### config.mk
export PLATFORM = sky130hd
export DESIGN_NAME = nib_bus_if
export DESIGN_NICKNAME = d
export VERILOG_FILES = /design/src/rtl/nib_pkg.sv /design/src/rtl/nib_sync.sv /design/src/rtl/nib_addr_latch.sv /design/src/rtl/nib_hold_ctl.sv /design/src/rtl/nib_bus_if.sv
export SDC_FILE = /design/constraint.sdc
export NUM_CORES = 1
export LEC_CHECK = 0
export BUFFER_PORTS_ARGS = -buffer_cell sky130_fd_sc_hd__buf_2
export CORE_AREA = 4 4 82 53
export CTS_BUF_LIST = sky130_fd_sc_hd__clkbuf_4 sky130_fd_sc_hd__clkbuf_8
export CTS_CLUSTER_DIAMETER = 60
export DETAILED_ROUTE_END_ITERATION = 8
export DIE_AREA = 0 0 86 57
export GPL_TIMING_DRIVEN = 1
export HOLD_SLACK_MARGIN = 0.05
export PLACE_DENSITY = 0.51
export SLEW_MARGIN = 20
export SYNTH_ARGS = -nofsm -noshare
export SYNTH_HDL_FRONTEND = slang
export SYNTH_HIERARCHICAL = 1
export SYNTH_SLANG_ARGS = --single-unit
### constraint.sdc
create_clock -name clk -period 2.6 [get_ports clk]
set_clock_uncertainty 0.2 [all_clocks]
set_input_delay 0.26 -clock clk [delete_from_list [all_inputs] [get_ports clk]]
set_output_delay 0.26 -clock clk [all_outputs]
set_load 0.005 [all_outputs]
### src/rtl/nib_pkg.sv
package nib_pkg;
  localparam int ADDR_W = 4;
  localparam int DATA_W = 4;
  localparam logic [ADDR_W-1:0] A_LAST_TIME = 4'hC;
  localparam logic [ADDR_W-1:0] A_CTRL_HOLD = 4'hD;
  localparam logic [ADDR_W-1:0] A_CTRL_MODE = 4'hF;

  // Bits that physically exist in each register.
  function automatic logic [DATA_W-1:0] rd_mask(input logic [ADDR_W-1:0] a);
    case (a)
      4'h1, 4'h3, 4'h5, 4'hC: rd_mask = 4'b0111;
      4'h7:                   rd_mask = 4'b0011;
      4'h9:                   rd_mask = 4'b0001;
      default:                rd_mask = 4'b1111;
    endcase
  endfunction

  // Writable bits: existing bits minus the read-only busy flag.
  function automatic logic [DATA_W-1:0] wr_mask(input logic [ADDR_W-1:0] a);
    wr_mask = (a == A_CTRL_HOLD) ? 4'b1101 : rd_mask(a);
  endfunction
endpackage

### src/rtl/nib_sync.sv
module nib_sync #(
  parameter int W = 1,
  parameter int STAGES = 2,
  parameter logic [W-1:0] RST_VAL = '0
) (
  input  logic         clk,
  input  logic         rst_n,
  input  logic [W-1:0] d,
  output logic [W-1:0] q
);
  logic [W-1:0] stage [STAGES];

  generate
    for (genvar i = 0; i < STAGES; i++) begin : g_stage
      always_ff @(posedge clk or negedge rst_n) begin
        if (!rst_n) stage[i] <= RST_VAL;
        else if (i == 0) stage[i] <= d;
        else stage[i] <= stage[(i > 0) ? i-1 : 0];
      end
    end
  endgenerate

  assign q = stage[STAGES-1];
endmodule

### src/rtl/nib_addr_latch.sv
module nib_addr_latch
  import nib_pkg::*;
(
  input  logic              clk,
  input  logic              rst_n,
  input  logic              ale_s,
  input  logic              cs_hi_s,
  input  logic [ADDR_W-1:0] bus_a,
  input  logic              cs_lo_n,
  output logic [ADDR_W-1:0] a_eff,
  output logic              cs0_eff
);
  logic              open_w;
  logic [ADDR_W-1:0] a_q;
  logic              cs0_q;

  assign open_w = ale_s & cs_hi_s;

  always_ff @(posedge clk or negedge rst_n) begin
    if (!rst_n) begin
      a_q   <= '0;
      cs0_q <= 1'b1;
    end else if (open_w) begin
      a_q   <= bus_a;
      cs0_q <= cs_lo_n;
    end
  end

  assign a_eff   = open_w ? bus_a   : a_q;
  assign cs0_eff = open_w ? cs_lo_n : cs0_q;
endmodule

### src/rtl/nib_hold_ctl.sv
module nib_hold_ctl (
  input  logic clk,
  input  logic rst_n,
  input  logic cs_hi_s,
  input  logic wr_hold,
  input  logic wr_mode,
  input  logic din0,
  input  logic tick_1s,
  input  logic upd_win,
  output logic hold,
  output logic busy,
  output logic subsec_rst,
  output logic sec_carry
);
  logic pend_q;

  always_ff @(posedge clk or negedge rst_n) begin
    if (!rst_n) begin
      hold       <= 1'b0;
      busy       <= 1'b1;
      subsec_rst <= 1'b0;
      pend_q     <= 1'b0;
    end else begin
      if (!cs_hi_s)     hold <= 1'b0;
      else if (wr_hold) hold <= din0;

      if (!cs_hi_s)     subsec_rst <= 1'b0;
      else if (wr_mode) subsec_rst <= din0;

      if (!hold)         busy <= 1'b1;
      else if (!upd_win) busy <= 1'b0;

      pend_q <= hold ? (pend_q | tick_1s) : 1'b0;
    end
  end

  // One merged pulse: live tick while free, or the single deferred carry.
  assign sec_carry = ~hold & (tick_1s | pend_q);
endmodule

### src/rtl/nib_bus_if.sv
module nib_bus_if
  import nib_pkg::*;
#(
  parameter int SYNC_STAGES = 2
) (
  input  logic              clk,
  input  logic              rst_n,
  input  logic [ADDR_W-1:0] bus_a,
  input  logic              cs_lo_n,
  input  logic              cs_hi,
  input  logic              ale,
  input  logic              rd_n,
  input  logic              wr_n,
  input  logic [DATA_W-1:0] bus_din,
  output logic [DATA_W-1:0] bus_dout,
  output logic              bus_doe,
  output logic [ADDR_W-1:0] reg_addr,
  input  logic [DATA_W-1:0] reg_rdata,
  output logic              wr_stb,
  output logic [ADDR_W-1:0] wr_addr,
  output logic [DATA_W-1:0] wr_data,
  input  logic              tick_1s,
  input  logic              upd_win,
  output logic              sec_carry,
  output logic              subsec_rst
);
  logic              ale_s, cs_hi_s, rd_s, wr_s, wr_prev;
  logic [ADDR_W-1:0] a_eff;
  logic              cs0_eff, sel, rise, time_ok, wr_go;
  logic              hold_w, busy_w;
  logic [DATA_W-1:0] merged;

  nib_sync #(.W(2), .STAGES(SYNC_STAGES), .RST_VAL(2'b00)) u_sync_lo (
    .clk(clk), .rst_n(rst_n), .d({ale, cs_hi}), .q({ale_s, cs_hi_s}));

  nib_sync #(.W(2), .STAGES(SYNC_STAGES), .RST_VAL(2'b11)) u_sync_hi (
    .clk(clk), .rst_n(rst_n), .d({rd_n, wr_n}), .q({rd_s, wr_s}));

  always_ff @(posedge clk or negedge rst_n) begin
    if (!rst_n) wr_prev <= 1'b1;
    else        wr_prev <= wr_s;
  end

  nib_addr_latch u_latch (
    .clk(clk), .rst_n(rst_n), .ale_s(ale_s), .cs_hi_s(cs_hi_s),
    .bus_a(bus_a), .cs_lo_n(cs_lo_n), .a_eff(a_eff), .cs0_eff(cs0_eff));

  assign sel     = cs_hi_s & ~cs0_eff;
  assign rise    = wr_s & ~wr_prev;
  assign time_ok = (a_eff > A_LAST_TIME) | (hold_w & ~busy_w);
  assign wr_go   = rise & sel & rd_s & time_ok;

  nib_hold_ctl u_hold (
    .clk(clk), .rst_n(rst_n), .cs_hi_s(cs_hi_s),
    .wr_hold(wr_go && a_eff == A_CTRL_HOLD),
    .wr_mode(wr_go && a_eff == A_CTRL_MODE),
    .din0(bus_din[0]), .tick_1s(tick_1s), .upd_win(upd_win),
    .hold(hold_w), .busy(busy_w), .subsec_rst(subsec_rst),
    .sec_carry(sec_carry));

  always_comb begin
    merged = reg_rdata;
    if (a_eff == A_CTRL_HOLD) merged[1:0] = {busy_w, hold_w};
    if (a_eff == A_CTRL_MODE) merged[0]   = subsec_rst;
  end

  assign reg_addr = a_eff;
  assign bus_doe  = sel & ~rd_s & wr_s;
  assign bus_dout = bus_doe ? (merged & rd_mask(a_eff)) : '0;
  assign wr_stb   = wr_go;
  assign wr_addr  = a_eff;
  assign wr_data  = bus_din & wr_mask(a_eff);
endmodule

==> reports/metrics.json, run 1 <==
{
  "pwr": {
    "power_density_nw_per_um2": 551.2,
    "highest_ir_drop_seen_on_vdd_v": 0.0003169,
    "cellLeakagePower_uw": 0.0005741,
    "p_total_uw": 651.0
  },
  "finish": {
    "diodes": 0,
    "area_growth_from_synthesis_to_layout_pct": 35.63,
    "nNetsFinal": 134,
    "utilization_pct": 32.86,
    "ratio_of_cells_with_drive_above_1_in_the_final_layout_pct": 57.14,
    "finalInstanceArea_um2": 1181
  },
  "critical_path": {
    "endpoint_kind": "output pin",
    "crit_buf_inv": 1,
    "worstSetupPathDepth": 6,
    "regToRegStartpoint": "u_sync_lo/q[0]",
    "crit_path_to": "wr_stb",
    "setup_slack_of_the_most_critical_reg_to_reg_path_ns": 0.29,
    "timing.critical_path.cells": "nand2_2, mux2_2, nand3b_4, or3b_4, a21oi_2, buf_2",
    "timing.critical_path.fanout_max": 5,
    "timing_worst_setup_path_type": "reg -> out",
    "worst_setup_path_startpoint": "u_sync_lo/q[0]",
    "reg2reg_depth": 7,
    "cp_data_arrival_time_ns": 2.05,
    "critPathMaxStageDelay_ns": 0.44,
    "critPathLaunchType": "register",
    "cp_top_delay_family": "simple AND/OR/NAND/NOR gates",
    "crit_path_top_delay_cell": "sky130_fd_sc_hd__or3b_4",
    "critical_path.reg2reg.endpoint": "u_hold/subsec_rst",
    "required_ns": 2.14
  },
  "outcome": {
    "status": "finished, final reports clean"
  },
  "place": {
    "dp_worst_setup_slack_ns": 0.3152,
    "gp_routability_congestion": 0.7449,
    "placed_cell_area_um2": 1057,
    "port_buffers": 40,
    "place.detailed.hpwl_um": 1418
  },
  "clocking": {
    "cts_buffer_depth": 2,
    "cts_made_buffers": 3,
    "cts.repair_timing.setup_buffer_count": 0,
    "htreeDepth": 1,
    "ctsRootBufferMaster": "sky130_fd_sc_hd__clkbuf_8",
    "clock_edge_transition_at_the_registers_on_the_reported_setup_and_hold_paths_ns": 0.07,
    "sinks_on_clock_net": 18,
    "clock_tree_from_tritoncts": "built",
    "worst_skew_pair_latency_ns": 0.25
  },
  "synthesis": {
    "synth-main-ff-cell": "sky130_fd_sc_hd__dfrtp_1",
    "synth-seq-area-share_pct": 52.73,
    "yosys.area_share.simple_pct": 21.55,
    "synth_top_family_by_area": "simple AND/OR/NAND/NOR gates",
    "synthMuxAreaShare_pct": 9.914,
    "ys_top_cells_by_count": "11 x sky130_fd_sc_hd__dfrtp_1, 9 x sky130_fd_sc_hd__buf_4, 7 x sky130_fd_sc_hd__dfstp_2",
    "post-synth-top-area-fraction_pct": 31.61,
    "combined_area_of_all_synthesized_cells_um2": 870.8,
    "syn-num-nets": 93,
    "avgSynthCellArea_um2": 12.09,
    "post_synth_fa_ha_maj_area_fraction_pct": 0,
    "synthesis.instances": 72,
    "ys_async_sr_fraction_pct": 100.0,
    "synth_compound_gate_area_share_pct": 6.609,
    "most_frequently_used_cell_type_in_the_post_synthesis_netlist": "sky130_fd_sc_hd__dfrtp_1",
    "yosys_warnings": 6,
    "synthXorXnorAreaFrac_pct": 0,
    "synth_area_leader_cell": "sky130_fd_sc_hd__dfrtp_1",
    "post_synth_num_cell_types": 28,
    "synth_top_cells_by_area": "sky130_fd_sc_hd__dfrtp_1 32%, sky130_fd_sc_hd__dfstp_2 21%, sky130_fd_sc_hd__buf_4 7.8%, sky130_fd_sc_hd__mux2_2 6.5%, sky130_fd_sc_hd__mux2i_1 3.4%",
    "synth_edf_count": 0,
    "ys_ff_latch": 18
  },
  "timing": {
    "final.min_clock_period_ns": 2.515,
    "slew_violations": 0,
    "timing.slew.headroom_pct": 73.11,
    "worstMarginPinSlew_ns": 0.4033,
    "finalCritPeriodShare_pct": 96.73,
    "fmax_mhz": 397.6,
    "timing.final.hold_violations": 0,
    "worst_slack_ns": 0.08514,
    "setup-violations-final": 0
  },
  "detailed_routing": {
    "drt_pre_antenna_iters": 3,
    "drc_viols": 0,
    "avgRoutedWirePerCell_um": 11.16,
    "route.detailed.vias_per_inst": 3.925,
    "ant_nets": 0,
    "totalWireLength_um": 1775,
    "via_count": 624,
    "initialDrtViolationCount": 7
  },
  "global_routing": {
    "grt_util_all_layers_pct": 7.344,
    "grt_remaining_overflow": 0,
    "antenna_found_initial": 0,
    "grt_start_max_net_pins": 19,
    "grt_first_pass_wirelength_um": 2822,
    "grt_pass1_vias": 596
  },
  "flow_run": {
    "timing.max_cap.violations": 0
  },
  "floorplanning": {
    "die_y_um": 57,
    "placement_rows": 17,
    "floorplan.die_area_um2": 4902,
    "floorplan.initialDensity_pct": 24.23,
    "io_pins": 41,
    "fp.coreArea_um2": 3595,
    "chipWidth_um": 86
  },
  "min_path": {
    "min-delay-start": "cs_lo_n",
    "min_path_type": "in -> reg"
  }
}
-- layout by cell type, fill, tap and decap left out --
cell / instances
sky130_fd_sc_hd__inv_1: 2
sky130_fd_sc_hd__a211oi_1: 1
sky130_fd_sc_hd__nor3_2: 2
sky130_fd_sc_hd__nand2_1: 2
sky130_fd_sc_hd__a32oi_1: 1
sky130_fd_sc_hd__buf_2: 40
sky130_fd_sc_hd__o211ai_1: 1
sky130_fd_sc_hd__clkbuf_8: 3
sky130_fd_sc_hd__nor3b_1: 1
sky130_fd_sc_hd__o21ai_0: 2
sky130_fd_sc_hd__nand2_2: 1
sky130_fd_sc_hd__a21oi_2: 1
sky130_fd_sc_hd__clkbuf_4: 1
sky130_fd_sc_hd__or3b_4: 1
sky130_fd_sc_hd__dfstp_2: 7
sky130_fd_sc_hd__nand3b_4: 1
sky130_fd_sc_hd__nand2b_1: 1
sky130_fd_sc_hd__and2_1: 4
sky130_fd_sc_hd__mux2_4: 4
sky130_fd_sc_hd__mux2i_1: 3
sky130_fd_sc_hd__and3b_1: 1
sky130_fd_sc_hd__nor2_1: 4
sky130_fd_sc_hd__and3_1: 2
sky130_fd_sc_hd__dlygate4sd3_1: 6
sky130_fd_sc_hd__mux2_2: 1
sky130_fd_sc_hd__nand3b_1: 1
sky130_fd_sc_hd__nor2b_1: 4
sky130_fd_sc_hd__dfrtp_1: 11
sky130_fd_sc_hd__nand3_2: 1
sky130_fd_sc_hd__nor3_1: 1
sky130_fd_sc_hd__a2111oi_2: 1
-- stage by stage --
stage | cells | TNS [ns] | hold slack (ns)
floorplan | 72 | 0 | -0.2356
global placement | 149 | 0 | 0.002666
detailed placement | 149 | 0 | 0.008931
CTS | 159 | 0 | 0.06779
global route | 159 | -0.003287 | 0.06911
finish | 159 | 0 | 0.07215
-- registers in the layout, summed over array words and instances, names as in the netlist --
| signal | cells |
|---|---|
| u_latch/cs0_q | 1 |
| wr_prev | 1 |
| u_hold/pend_q | 1 |
| u_hold/hold | 1 |
| u_latch/a_q | 4 |
| u_sync_lo/q | 2 |
| u_sync_lo/stage | 2 |
| u_sync_hi/q | 2 |
| u_hold/busy | 1 |
| u_sync_hi/stage | 2 |
| u_hold/subsec_rst | 1 |
-- metal layers --
metal | share of wire (%) | GRT usage, % | up-vias
li1 | - | - | 318
met1 | 47 | 10.25 | 278
met2 | 41 | 10.54 | 28
met3 | 11 | 3.752 | 0
met4 | 0 | 0.6772 | 0
met5 | 0 | 0 | -
-- cells by family after synthesis --
| kind of cell | Yosys count |
|---|---|
| mux | 8 |
| compound gates | 7 |
| flops | 18 |
| buf+inv | 12 |
| simple gates | 27 |
-- report_power, final --
| part | switching (µW) | internal (µW) | total [µW] |
|---|---|---|---|
| logic | 68.4 | 71.0 | 139 |
| clock network | 81.7 | 119 | 200 |
| registers | 7.59 | 304 | 311 |
| total | 158 | 493 | 651 |
-- repair_timing --
action / in CTS / in global routing
resized for setup: 0 / 4
hold endpoints to repair: 23 / 0
hold buffers: 6 / 0
endpoints found under the setup margin: 0 / 1
-- worst reg2reg max path, stage by stage, from the launching register on --
cell and delay (ns):
sky130_fd_sc_hd__dfrtp_1 0.43, sky130_fd_sc_hd__nand2_2 0.18, sky130_fd_sc_hd__mux2_2 0.37, sky130_fd_sc_hd__nand3b_4 0.18, sky130_fd_sc_hd__or3b_4 0.44, sky130_fd_sc_hd__nor3_2 0.16
sky130_fd_sc_hd__mux2i_1 0.20, sky130_fd_sc_hd__nor2b_1 0.06
-- area by class of cell --
| class | instances | area (µm²) |
|---|---|---|
| fill | 379 | 2414 |
| clock buffer | 4 | 48.80 |
| inverter | 2 | 7.507 |
| tap | 47 | 58.81 |
| multi-input combinational | 42 | 346.6 |
| timing repair buffer | 46 | 260.3 |
| sequential | 18 | 459.2 |
-- worst min path at each step --
| stage | endpoint | slack, ns | cells past startpoint |
|---|---|---|---|
| final | u_latch/cs0_q | 0.07 | 2 |
| after floorplan | u_hold/hold | -0.24 | 0 |
| after global placement | u_sync_lo/stage[3] | 0.003 | 1 |
| after global routing | u_latch/cs0_q | 0.07 | 2 |
| after detailed placement | u_sync_lo/stage[2] | 0.009 | 1 |
| after CTS | u_hold/pend_q | 0.07 | 3 |
No activity file was read; power rests on OpenSTA's default activity.
==> run 2, diff against run 1 <==
--- a/config.mk
+++ b/config.mk
@@ -5,12 +5,13 @@
 export SDC_FILE = /design/constraint.sdc
 export NUM_CORES = 1
 export LEC_CHECK = 0
+export ABC_AREA = 1
 export BUFFER_PORTS_ARGS = -buffer_cell sky130_fd_sc_hd__buf_2
-export CORE_AREA = 4 4 82 53
+export CORE_AREA = 4 4 82 54
 export CTS_BUF_LIST = sky130_fd_sc_hd__clkbuf_4 sky130_fd_sc_hd__clkbuf_8
 export CTS_CLUSTER_DIAMETER = 60
 export DETAILED_ROUTE_END_ITERATION = 8
-export DIE_AREA = 0 0 86 57
+export DIE_AREA = 0 0 86 58
 export GPL_TIMING_DRIVEN = 1
 export HOLD_SLACK_MARGIN = 0.05
 export PLACE_DENSITY = 0.51
==> run 2 against run 1 <==
Net effect: first-iteration DRC count increased to 3.4 times the previous value; global-route usage grew 1.6 points; clock power rose by 3%; via count rose by 30%; combinational power is 14% lower; power fell by 2.1%; synthesized area rose by 2.0%; worst hold slack improved by 0.015 ns; highest routed layer unchanged.
==> reports/metrics.json, run 2 <==
{
  "floorplanning": {
    "chipWidth": {"value": 86, "unit": "µm", "change": "unchanged"},
    "floorplan.initialDensity": {"value": 24.71, "unit": "%", "change": "was 24.23%"},
    "floorplan.die_area": {"value": 4988, "unit": "µm²", "change": "was 4902 µm²"},
    "io_pins": {"value": 41, "change": "unchanged"},
    "die_y": {"value": 58, "unit": "µm", "change": "was 57 µm"},
    "placement_rows": {"value": 17, "change": "unchanged"},
    "fp.coreArea": {"value": 3595, "unit": "µm²", "change": "unchanged"}
  },
  "global_routing": {
    "grt_first_pass_wirelength": {"value": 3525, "unit": "µm", "change": "was 2822 µm"},
    "antenna_found_initial": {"value": 0, "change": "unchanged"},
    "grt_start_max_net_pins": {"value": 19, "change": "unchanged"},
    "grt_remaining_overflow": {"value": 0, "change": "unchanged"},
    "grt_pass1_vias": {"value": 792, "change": "was 596"},
    "grt_util_all_layers": {"value": 8.902, "unit": "%", "change": "was 7.344%"}
  },
  "clocking": {
    "sinks_on_clock_net": {"value": 18, "change": "unchanged"},
    "ctsRootBufferMaster": {"value": "sky130_fd_sc_hd__clkbuf_8", "change": "unchanged"},
    "htreeDepth": {"value": 1, "change": "unchanged"},
    "cts_buffer_depth": {"value": 2, "change": "unchanged"},
    "cts_made_buffers": {"value": 3, "change": "unchanged"},
    "worst_skew_pair_latency": {"value": 0.25, "unit": "ns", "change": "about the same"},
    "clock_edge_transition_at_the_registers_on_the_reported_setup_and_hold_paths": {"value": 0.06, "unit": "ns", "change": "was 0.07 ns"},
    "cts.repair_timing.setup_buffer_count": {"value": 0, "change": "unchanged"},
    "clock_tree_from_tritoncts": {"value": "built", "change": "unchanged"}
  },
  "pwr": {
    "sw_share": {"value": 25.61, "unit": "%", "change": "was 24.22%"},
    "cellLeakagePower": {"value": 0.0006796, "unit": "µW", "change": "was 0.0005741 µW"},
    "highest_ir_drop_seen_on_vdd": {"value": 0.0002525, "unit": "V", "change": "was 0.0003169 V"},
    "power.clock.fraction": {"value": 32.4, "unit": "%", "change": "was 30.8%"},
    "power.switching": {"value": 163.1, "unit": "µW", "change": "was 157.6 µW"},
    "comb_power_share": {"value": 18.9, "unit": "%", "change": "was 21.4%"},
    "internal_power": {"value": 473.9, "unit": "µW", "change": "was 493.3 µW"},
    "power_density": {"value": 526.5, "unit": "nW/µm²", "change": "was 551.2 nW/µm²"},
    "power.share.sequential": {"value": 48.7, "unit": "%", "change": "was 47.8%"}
  },
  "synthesis": {
    "syn-num-nets": {"value": 134, "change": "was 93"},
    "ys_async_sr_fraction": {"value": 100.0, "unit": "%", "change": "unchanged"},
    "post-synth-top-area-fraction": {"value": 30.99, "unit": "%", "change": "was 31.61%"},
    "ys_top_cells_by_count": {"value": "31 x sky130_fd_sc_hd__nand2_1, 19 x sky130_fd_sc_hd__inv_1, 14 x sky130_fd_sc_hd__nand3_1, 14 x sky130_fd_sc_hd__nor2_1, 11 x sky130_fd_sc_hd__dfrtp_1", "change": "was 11 x sky130_fd_sc_hd__dfrtp_1, 9 x sky130_fd_sc_hd__buf_4, 7 x sky130_fd_sc_hd__dfstp_2"},
    "synth-seq-area-share": {"value": 51.69, "unit": "%", "change": "was 52.73%"},
    "ys_ff_latch": {"value": 18, "change": "unchanged"},
    "combined_area_of_all_synthesized_cells": {"value": 888.4, "unit": "µm²", "change": "was 870.8 µm²"},
    "synthesis.instances": {"value": 113, "change": "was 72"},
    "synth_top_cells_by_area": {"value": "sky130_fd_sc_hd__dfrtp_1 31%, sky130_fd_sc_hd__dfstp_2 21%, sky130_fd_sc_hd__nand2_1 13%, sky130_fd_sc_hd__inv_1 8.0%, sky130_fd_sc_hd__nand3_1 7.9%", "change": "was sky130_fd_sc_hd__dfrtp_1 32%, sky130_fd_sc_hd__dfstp_2 21%, sky130_fd_sc_hd__buf_4 7.8%, sky130_fd_sc_hd__mux2_2 6.5%, sky130_fd_sc_hd__mux2i_1 3.4%"},
    "post_synth_num_cell_types": {"value": 14, "change": "was 28"},
    "most_frequently_used_cell_type_in_the_post_synthesis_netlist": {"value": "sky130_fd_sc_hd__nand2_1", "change": "was sky130_fd_sc_hd__dfrtp_1"},
    "synth_area_leader_cell": {"value": "sky130_fd_sc_hd__dfrtp_1", "change": "unchanged"},
    "avgSynthCellArea": {"value": 7.862, "unit": "µm²", "change": "was 12.09 µm²"},
    "yosys_warnings": {"value": 6, "change": "unchanged"},
    "synth_edf_count": {"value": 0, "change": "unchanged"},
    "synth-main-ff-cell": {"value": "sky130_fd_sc_hd__dfrtp_1", "change": "unchanged"}
  },
  "finish": {
    "layout.cells.most_common": {"value": "sky130_fd_sc_hd__buf_2", "change": "unchanged"},
    "area_growth_from_synthesis_to_layout": {"value": 36.20, "unit": "%", "change": "was 35.63%"},
    "multi_input_comb_area": {"value": 290.3, "unit": "µm²", "change": "was 346.6 µm²"},
    "diodes": {"value": 0, "change": "unchanged"},
    "ratio_of_cells_with_drive_above_1_in_the_final_layout": {"value": 35.26, "unit": "%", "change": "was 57.14%"},
    "fillers": {"value": 386, "change": "was 379"},
    "nNetsFinal": {"value": 178, "change": "was 134"},
    "ff_latch_area": {"value": 460.4, "unit": "µm²", "change": "was 459.2 µm²"},
    "mostFrequentLayoutCells": {"value": "40 x sky130_fd_sc_hd__buf_2, 31 x sky130_fd_sc_hd__nand2_1, 19 x sky130_fd_sc_hd__inv_1", "change": "was 40 x sky130_fd_sc_hd__buf_2, 11 x sky130_fd_sc_hd__dfrtp_1, 7 x sky130_fd_sc_hd__dfstp_2"},
    "final-instance-count-excl-fill": {"value": 203, "change": "was 159"},
    "max_ffs_per_register": {"value": 4, "change": "unchanged"},
    "top_register": {"value": "u_latch/a_q", "change": "unchanged"}
  },
  "timing": {
    "timing.slew.headroom": {"value": 73.72, "unit": "%", "change": "was 73.11%"},
    "slew_violations": {"value": 0, "change": "unchanged"},
    "grt_setup_unrepaired": "no",
    "timing.final.hold_violations": {"value": 0, "change": "unchanged"},
    "fmax": {"value": 443.4, "unit": "MHz", "change": "was 397.6 MHz"},
    "setup-violations-final": {"value": 0, "change": "unchanged"},
    "worstMarginPinSlew": {"value": 0.3941, "unit": "ns", "change": "was 0.4033 ns"},
    "setup_total_negative_slack": {"value": 0, "unit": "ns", "change": "unchanged"},
    "final.min_clock_period": {"value": 2.255, "unit": "ns", "change": "was 2.515 ns"},
    "finalCritPeriodShare": {"value": 86.75, "unit": "%", "change": "was 96.73%"}
  },
  "detailed_routing": {
    "via_count": {"value": 809, "change": "was 624"},
    "drc_viols": {"value": 0, "change": "unchanged"},
    "drt_pre_antenna_iters": {"value": 4, "change": "was 3"},
    "initialDrtViolationCount": {"value": 24, "change": "was 7"},
    "totalWireLength": {"value": 2034, "unit": "µm", "change": "was 1775 µm"},
    "ant_nets": {"value": 0, "change": "unchanged"},
    "avgRoutedWirePerCell": {"value": 10.02, "unit": "µm", "change": "was 11.16 µm"},
    "route.detailed.vias_per_inst": {"value": 3.985, "change": "was 3.925"}
  },
  "critical_path": {
    "timing_worst_setup_path_type": {"value": "reg -> out", "change": "unchanged"},
    "critPathMaxStageDelay": {"value": 0.49, "unit": "ns", "change": "was 0.44 ns"},
    "crit_path_top_delay_cell": {"value": "sky130_fd_sc_hd__dfrtp_2", "change": "was sky130_fd_sc_hd__or3b_4"},
    "timing.critical_path.cells": {"value": "nand2_2, nand2_1, nand2_1, nand2_1, nor2_2, nand2_1, nand2_1, inv_1, nand2_1, inv_1, buf_2", "change": "was nand2_2, mux2_2, nand3b_4, or3b_4, a21oi_2, buf_2"},
    "regToRegStartpoint": {"value": "u_sync_lo/q[0]", "change": "unchanged"},
    "required": {"value": 2.14, "unit": "ns", "change": "about the same"},
    "endpoint_kind": {"value": "output pin", "change": "unchanged"},
    "critPathLaunchType": {"value": "register", "change": "unchanged"},
    "most_frequent_cell_on_the_critical_path": "sky130_fd_sc_hd__nand2_1",
    "worst_setup_path_startpoint": {"value": "u_sync_lo/q[0]", "change": "unchanged"},
    "timing.critical_path.fanout_max": {"value": 11, "change": "was 5"},
    "cp_data_arrival_time": {"value": 1.80, "unit": "ns", "change": "was 2.05 ns"}
  },
  "place": {
    "port_buffers": {"value": 40, "change": "unchanged"},
    "place.detailed.hpwl": {"value": 1596, "unit": "µm", "change": "was 1418 µm"},
    "gp_routability_congestion": {"value": 0.7033, "change": "was 0.7449"},
    "place.detailed.instances": {"value": 191, "change": "was 149"}
  },
  "flow_run": {
    "timing.max_cap.violations": {"value": 0, "change": "unchanged"}
  },
  "min_path": {
    "min-delay-start": {"value": "bus_din[0]", "change": "was cs_lo_n"},
    "min_path_type": {"value": "in -> reg", "change": "unchanged"}
  },
  "outcome": {
    "status": {"value": "finished, final reports clean", "change": "unchanged"}
  }
}
-- run 2: cell count changes in the layout (fill, tap and decap cells not counted), sizes merged, moves of 5 or more --
cell,before,now
inv,2,19
mux2,5,0
nand2,3,32
nand3,1,14
nor2,4,16
-- run 2: metal layers --
metal	global-route usage, %	up-vias	wire length [µm]
li1	-	417	-
met1	12.01	363	949
met2	13.17	29	841
met3	4.688	0	243
met4	0.6772	0	0
met5	0	-	0
-- run 2: what timing repair did --
| action | CTS | global route |
|---|---|---|
| hold buffers | 8 | 0 |
| endpoints found under the setup margin | 0 | 3 |
| gates resized for setup | 0 | 1 |
| hold endpoints to repair | 21 | 0 |
-- run 2: kinds of logic (layout without fill, tap and decap cells) --
group	after synthesis	in the layout	share of synthesized area, %
compound gates	3	3	2.254
buf+inv	28	71	15.63
flops	18	18	51.69
simple gates	64	64	30.42
-- run 2: final cells by class --
class                      count  area share [%]
tap                           47           4.860
inverter                      19           5.895
multi-input combinational     67           23.99
sequential                    18           38.06
clock buffer                   4           4.033
timing repair buffer          48           23.16
-- run 2: worst paths after layout --
path | to | slack [ns] | depth (start not counted)
min in group asynchronous | u_hold/pend_q | 0.27 | 2
worst min-delay path | u_hold/subsec_rst | 0.09 | 3
worst min register to register | u_sync_lo/q[1] | 0.15 | 0
worst max register to register | u_hold/hold | 0.68 | 10
max in group asynchronous | u_sync_hi/stage[2] | 1.62 | 2
worst max-delay path | bus_dout[0] | 0.34 | 11
-- run 2: metrics by stage --
stage | setup WS, ns | instance area [µm²] | utilization, % | power (µW) | hold WS [ns]
4_1_cts | 0.2078 | 1209 | 33.62 | 650.1 | 0.08575
5_1_grt | 0.08940 | 1210 | 33.66 | 685.6 | 0.08611
6_report | 0.3445 | 1210 | 33.66 | 637.0 | 0.08671
3_5_place_dp | 0.4817 | 1080 | 30.04 | 428.4 | 0.01385
2_1_floorplan | 0.8675 | 888.4 | - | 386.8 | -0.2356
3_3_place_gp | 0.5403 | 1080 | 30.04 | 428.9 | 0.00004585
-- run 2: critical path: cells and delay by family, from the launching register on --
| kind | cells | cell delay [ns] |
|---|---|---|
| buffers and inverters | 3 | 0.17 |
| AND/OR/NAND/NOR | 8 | 0.88 |
| flip-flops | 1 | 0.49 |
-- run 2: power groups by stage --
stage / Sequential [µW] / Combinational, µW / Clock (µW)
after global routing: 313 / 140 / 233
after floorplan: 310 / 77.2 / 0
final: 310 / 120 / 207
after detailed placement: 315 / 113 / 0
after CTS: 310 / 123 / 217
after global placement: 315 / 114 / 0
